$ cat src/rtl/lac_pkg.sv
package lac_pkg;
  // Symbol layout on the wire: bit 2 = x, bit 1 = y, bit 0 = z.
  localparam int SYM_W = 3;

  // Three estimates of the data bit at one step, ordered {from x, from y, from z},
  // given the two preceding data bits h1 = d[n-1] and h2 = d[n-2].
  function automatic logic [2:0] est3(input logic [2:0] s, input logic h1, input logic h2);
    est3 = {s[2] ^ h1 ^ h2, s[1] ^ h2, s[0] ^ h1};
  endfunction
endpackage

$ cat src/rtl/lac_hyp_cost.sv
module lac_hyp_cost
  import lac_pkg::*;
#(
  parameter int LOOK = 2,
  localparam int WIN = LOOK + 1,
  localparam int CW  = $clog2(3 * WIN + 1)
) (
  input  logic [SYM_W*WIN-1:0] win,
  input  logic                 d1,
  input  logic                 d2,
  input  logic [WIN-1:0]       hyp,
  output logic [CW-1:0]        cost
);
  logic       h1, h2;
  logic [2:0] e;

  // Count estimates that contradict the hypothesised bit at each step,
  // rolling the hypothesis itself into the history of later steps.
  always_comb begin
    h1   = d1;
    h2   = d2;
    cost = '0;
    e    = '0;
    for (int j = 0; j < WIN; j++) begin
      e = est3(win[SYM_W*j +: SYM_W], h1, h2);
      for (int b = 0; b < 3; b++) begin
        if (e[b] != hyp[j]) cost = cost + CW'(1);
      end
      h2 = h1;
      h1 = hyp[j];
    end
  end
endmodule

$ cat src/rtl/lac_argmin.sv
module lac_argmin #(
  parameter int N  = 8,
  parameter int CW = 4,
  localparam int IW = (N > 1) ? $clog2(N) : 1
) (
  input  logic [N*CW-1:0] costs,
  output logic [IW-1:0]   sel
);
  logic [CW-1:0] best;

  // Strict less-than keeps the lowest index on ties.
  always_comb begin
    best = costs[0 +: CW];
    sel  = '0;
    for (int i = 1; i < N; i++) begin
      if (costs[i*CW +: CW] < best) begin
        best = costs[i*CW +: CW];
        sel  = IW'(i);
      end
    end
  end
endmodule

$ cat src/rtl/lac_decoder.sv
module lac_decoder
  import lac_pkg::*;
#(
  parameter int WORD_BITS = 16,
  parameter int LOOK      = 2
) (
  input  logic       clk,
  input  logic       rst_n,
  input  logic       in_valid,
  output logic       in_ready,
  input  logic [2:0] in_sym,
  input  logic       in_sow,
  output logic       out_valid,
  input  logic       out_ready,
  output logic       out_bit,
  output logic       out_fix
);
  localparam int WIN = LOOK + 1;
  localparam int NH  = 1 << WIN;
  localparam int CW  = $clog2(3 * WIN + 1);
  localparam int HW  = $clog2(NH);
  localparam int TOT = WORD_BITS + 2;
  localparam int IW  = $clog2(TOT + 1);

  // Older symbols of the window; slot 0 is the step being decided.
  logic [SYM_W*LOOK-1:0] hold_q;
  logic [SYM_W*WIN-1:0]  win;
  logic [IW-1:0]         cnt_q;
  logic                  d1_q, d2_q;
  logic                  accept, decide;
  logic [NH*CW-1:0]      costs;
  logic [HW-1:0]         sel;
  logic [2:0]            e0;
  logic                  agree;

  assign win      = {in_sym, hold_q};
  assign in_ready = !out_valid || out_ready;
  assign accept   = in_valid && in_ready;
  assign decide   = accept && !in_sow &&
                    (cnt_q >= IW'(LOOK)) && (cnt_q < IW'(LOOK + WORD_BITS));

  assign e0    = est3(hold_q[0 +: SYM_W], d1_q, d2_q);
  assign agree = (e0[2] == e0[1]) && (e0[1] == e0[0]);

  for (genvar h = 0; h < NH; h++) begin : g_hyp
    lac_hyp_cost #(.LOOK(LOOK)) u_cost (
      .win  (win),
      .d1   (d1_q),
      .d2   (d2_q),
      .hyp  (WIN'(h)),
      .cost (costs[h*CW +: CW])
    );
  end

  lac_argmin #(.N(NH), .CW(CW)) u_pick (
    .costs (costs),
    .sel   (sel)
  );

  // Window shift and word position
  always_ff @(posedge clk or negedge rst_n) begin
    if (!rst_n) begin
      hold_q <= '0;
      cnt_q  <= IW'(TOT);
    end else if (accept) begin
      hold_q <= win[SYM_W*WIN-1:SYM_W];
      if (in_sow)              cnt_q <= IW'(1);
      else if (cnt_q < IW'(TOT)) cnt_q <= cnt_q + IW'(1);
    end
  end

  // Decided-bit history
  always_ff @(posedge clk or negedge rst_n) begin
    if (!rst_n) begin
      d1_q <= 1'b0;
      d2_q <= 1'b0;
    end else if (accept && in_sow) begin
      d1_q <= 1'b0;
      d2_q <= 1'b0;
    end else if (decide) begin
      d2_q <= d1_q;
      d1_q <= sel[0];
    end
  end

  // Output register
  always_ff @(posedge clk or negedge rst_n) begin
    if (!rst_n) begin
      out_valid <= 1'b0;
      out_bit   <= 1'b0;
      out_fix   <= 1'b0;
    end else if (decide) begin
      out_valid <= 1'b1;
      out_bit   <= sel[0];
      out_fix   <= !agree;
    end else if (out_ready) begin
      out_valid <= 1'b0;
    end
  end

  a_r10_hold: assert property (@(posedge clk) disable iff (!rst_n)
    out_valid && !out_ready |=> out_valid && $stable(out_bit) && $stable(out_fix));

  a_r10_stall: assert property (@(posedge clk) disable iff (!rst_n)
    out_valid && !out_ready |-> !in_ready);

  a_r2_agree: assert property (@(posedge clk) disable iff (!rst_n)
    decide && agree |=> out_bit == $past(e0[0]) && !out_fix);

  a_r8_idle: assert property (@(posedge clk) disable iff (!rst_n)
    accept && !in_sow && cnt_q == IW'(TOT) |=> !out_valid);

  a_r7_after_accept: assert property (@(posedge clk) disable iff (!rst_n)
    $rose(out_valid) |-> $past(in_valid && in_ready));

  for (genvar h = 0; h < NH; h++) begin : g_chk
    a_r6_min_cost: assert property (@(posedge clk) disable iff (!rst_n)
      decide |-> costs[sel*CW +: CW] <= costs[h*CW +: CW]);
  end
endmodule

$ cat config.mk
export PLATFORM = sky130hd
export DESIGN_NAME = lac_decoder
export DESIGN_NICKNAME = d
export VERILOG_FILES = /design/src/rtl/lac_pkg.sv /design/src/rtl/lac_hyp_cost.sv /design/src/rtl/lac_argmin.sv /design/src/rtl/lac_decoder.sv
export SDC_FILE = /design/constraint.sdc
export NUM_CORES = 1
export LEC_CHECK = 0
export CORE_MARGIN = 5
export CORE_UTILIZATION = 50
export CTS_BUF_LIST = sky130_fd_sc_hd__clkbuf_8
export DETAILED_ROUTE_END_ITERATION = 6
export PLACE_DENSITY = 0.64
export SYNTH_ARGS = -nofsm -noshare
export SYNTH_HDL_FRONTEND = slang
export SYNTH_HIERARCHICAL = 1
export SYNTH_SLANG_ARGS = --single-unit
$ cat constraint.sdc
create_clock -name clk -period 16.35 [get_ports clk]
set_input_delay 2.4525 -clock clk [delete_from_list [all_inputs] [get_ports clk]]
set_output_delay 2.4525 -clock clk [all_outputs]
set_load 0.01 [all_outputs]
==> impl_metrics.ini <==
[die]
die_h_um = 167
initial_utilization_pct = 50.8
die_x_um = 167
ios = 12
dieArea_mm2 = 0.0279
placementRows = 57
core_mm2 = 0.0242

[clock_network]
clk_pin_slew_worst_paths_ns = 0.07
cts_hold_buf = 0
clk_latency_ns = 0.24
htree_levels = 1
cts_setup_buffers = 0
cts_buffers = 3
clockBufferDepth = 2
post_cts_resized = 0
cts_sinks = 16
cts_root_buf = clkbuf_8
cts_tree = yes

[routing]
via_per_inst = 6.10
drc = 0
drtIter0Drc = 810
ant_nets = 0
wire_per_inst_um = 15.9
vias = 11800
finalWirelength_um = 30800
dr.pass1.iters = 6

[place]
placedCellCount = 1933
io_buffers = 11
place_hpwl_um = 23800
gp_congestion = 0.895

[cells_and_area]
drive_gt1_share_pct = 8.68
fin_cells = 1937
final_nets = 1703
diodes = 0
areaGrowthSynthToFinish_pct = 3.65
fillCellCount = 2349

[yosys]
synth_area_mm2 = 0.0123
netlist_instances = 1610
ys_warn_count = 6
avgSynthCellArea_um2 = 7.64

[global_route]
overflow = 0
gr-usage-all-layers_pct = 21.0
antenna_found_initial = 0
grt_pass1_vias = 10900
grt_max_degree = 44
grt_pass1_wl_um = 52000

[critical_path]
path_delay_family = compound AO/OA/AOI/OAI gates
cp_max_fo = 10
worst_ep_required_time_ns = 16.54
worst_path_max_delay_cell = clkdlybuf4s50_1
crit_top_cell = ha_1
worstSetupPathType = input port to flop
max_stage_delay_ns = 1.00
path_buf_inv = 5
crit_path_end_kind = flop
cp.arrival_ns = 14.44
startpoint_type = input port

[sta]
rsz0062_at_grt = no
timing.fmax_mhz = 70.2
maxSlewViolCount = 0
finalSetupViolCount = 0
setup-tns-final_ns = 0
fin_skew_ns = 0.00350
worst_slew_pin_slew_ns = 0.853
hold_violations = 0
slew_headroom_pct = 43.0
min_period_ns = 14.25
fin_crit_sh_pct = 87.1

[worst_hold_path]
hp-class = flop to flop

[job]
max_cap_viol_count = 0

[outcome]
status = finished, final reports clean
-- layer usage --
layer  track usage (%)  vias to the layer above  wire (um)
met5                 0                        -          0
met4              4.52                        0        586
met3             0.427                       41        978
met2              36.0                      257      14400
met1              29.7                     5509      14800
li1                  -                     6016          -
-- sequential cells by signal, indices dropped and copies added (netlist names) --
| signal | flops |
|---|---|
| cnt_q | 5 |
| d1_q | 1 |
| d2_q | 1 |
| hold_q | 6 |
| out_bit | 1 |
| out_fix | 1 |
| out_valid | 1 |
-- cell usage in the layout (no fill, tap or decap), drive strengths merged, types with 18 or more instances in the layout --
cell type	instances
xnor2	216
nand2	151
xor2	106
ha	81
inv	80
o211ai	69
nor2	68
nand3	68
nor3	64
o21ai	63
a21oi	61
conb	40
nor2b	31
a211oi	28
o311ai	26
o31ai	26
nand4	25
o221ai	25
o32a	25
nand4b	24
mux2	21
a21o	20
o22ai	18
-- final timing paths --
check | from | to | slack [ns] | depth (start not counted)
worst min register to register | out_bit$_DFFE_PN0P_ | out_bit$_DFFE_PN0P_ | 0.54 | 1
worst min-delay path | out_bit$_DFFE_PN0P_ | out_bit$_DFFE_PN0P_ | 0.54 | 1
worst max register to register | hold_q[1]$_DFFE_PN0N_ | out_bit$_DFFE_PN0P_ | 2.28 | 65
min in group asynchronous | rst_n | out_valid$_DFFE_PN0P_ | 2.66 | 1
max in group asynchronous | rst_n | d1_q$_DFFE_PN0P_ | 13.11 | 1
worst max-delay path | in_sym[0] | out_bit$_DFFE_PN0P_ | 2.10 | 58
-- through the flow --
step	hold WS, ns	utilization [%]	instance area [um2]	worst slack [ns]
after detailed placement	0.537	52.4	12700	1.97
after global placement	0.534	52.4	12700	2.38
after floorplan	0.515	-	12500	3.72
final	0.544	52.6	12800	2.10
after global routing	0.561	52.6	12800	1.12
after CTS	0.551	52.6	12800	2.17
-- layout make-up --
type                    count  area (um2)  area share, %
repair buffers             19         170           1.33
flip-flops and latches     16         408           3.20
inverters                  80         300           2.35
multi-input cells        1494       11400           89.5
well taps                 324         405           3.18
clock buffers               4        55.1          0.432
Power is left out: the tool's default activity adds up to more than one toggle a clock period on the data nets, which glitch-free logic cannot reach.
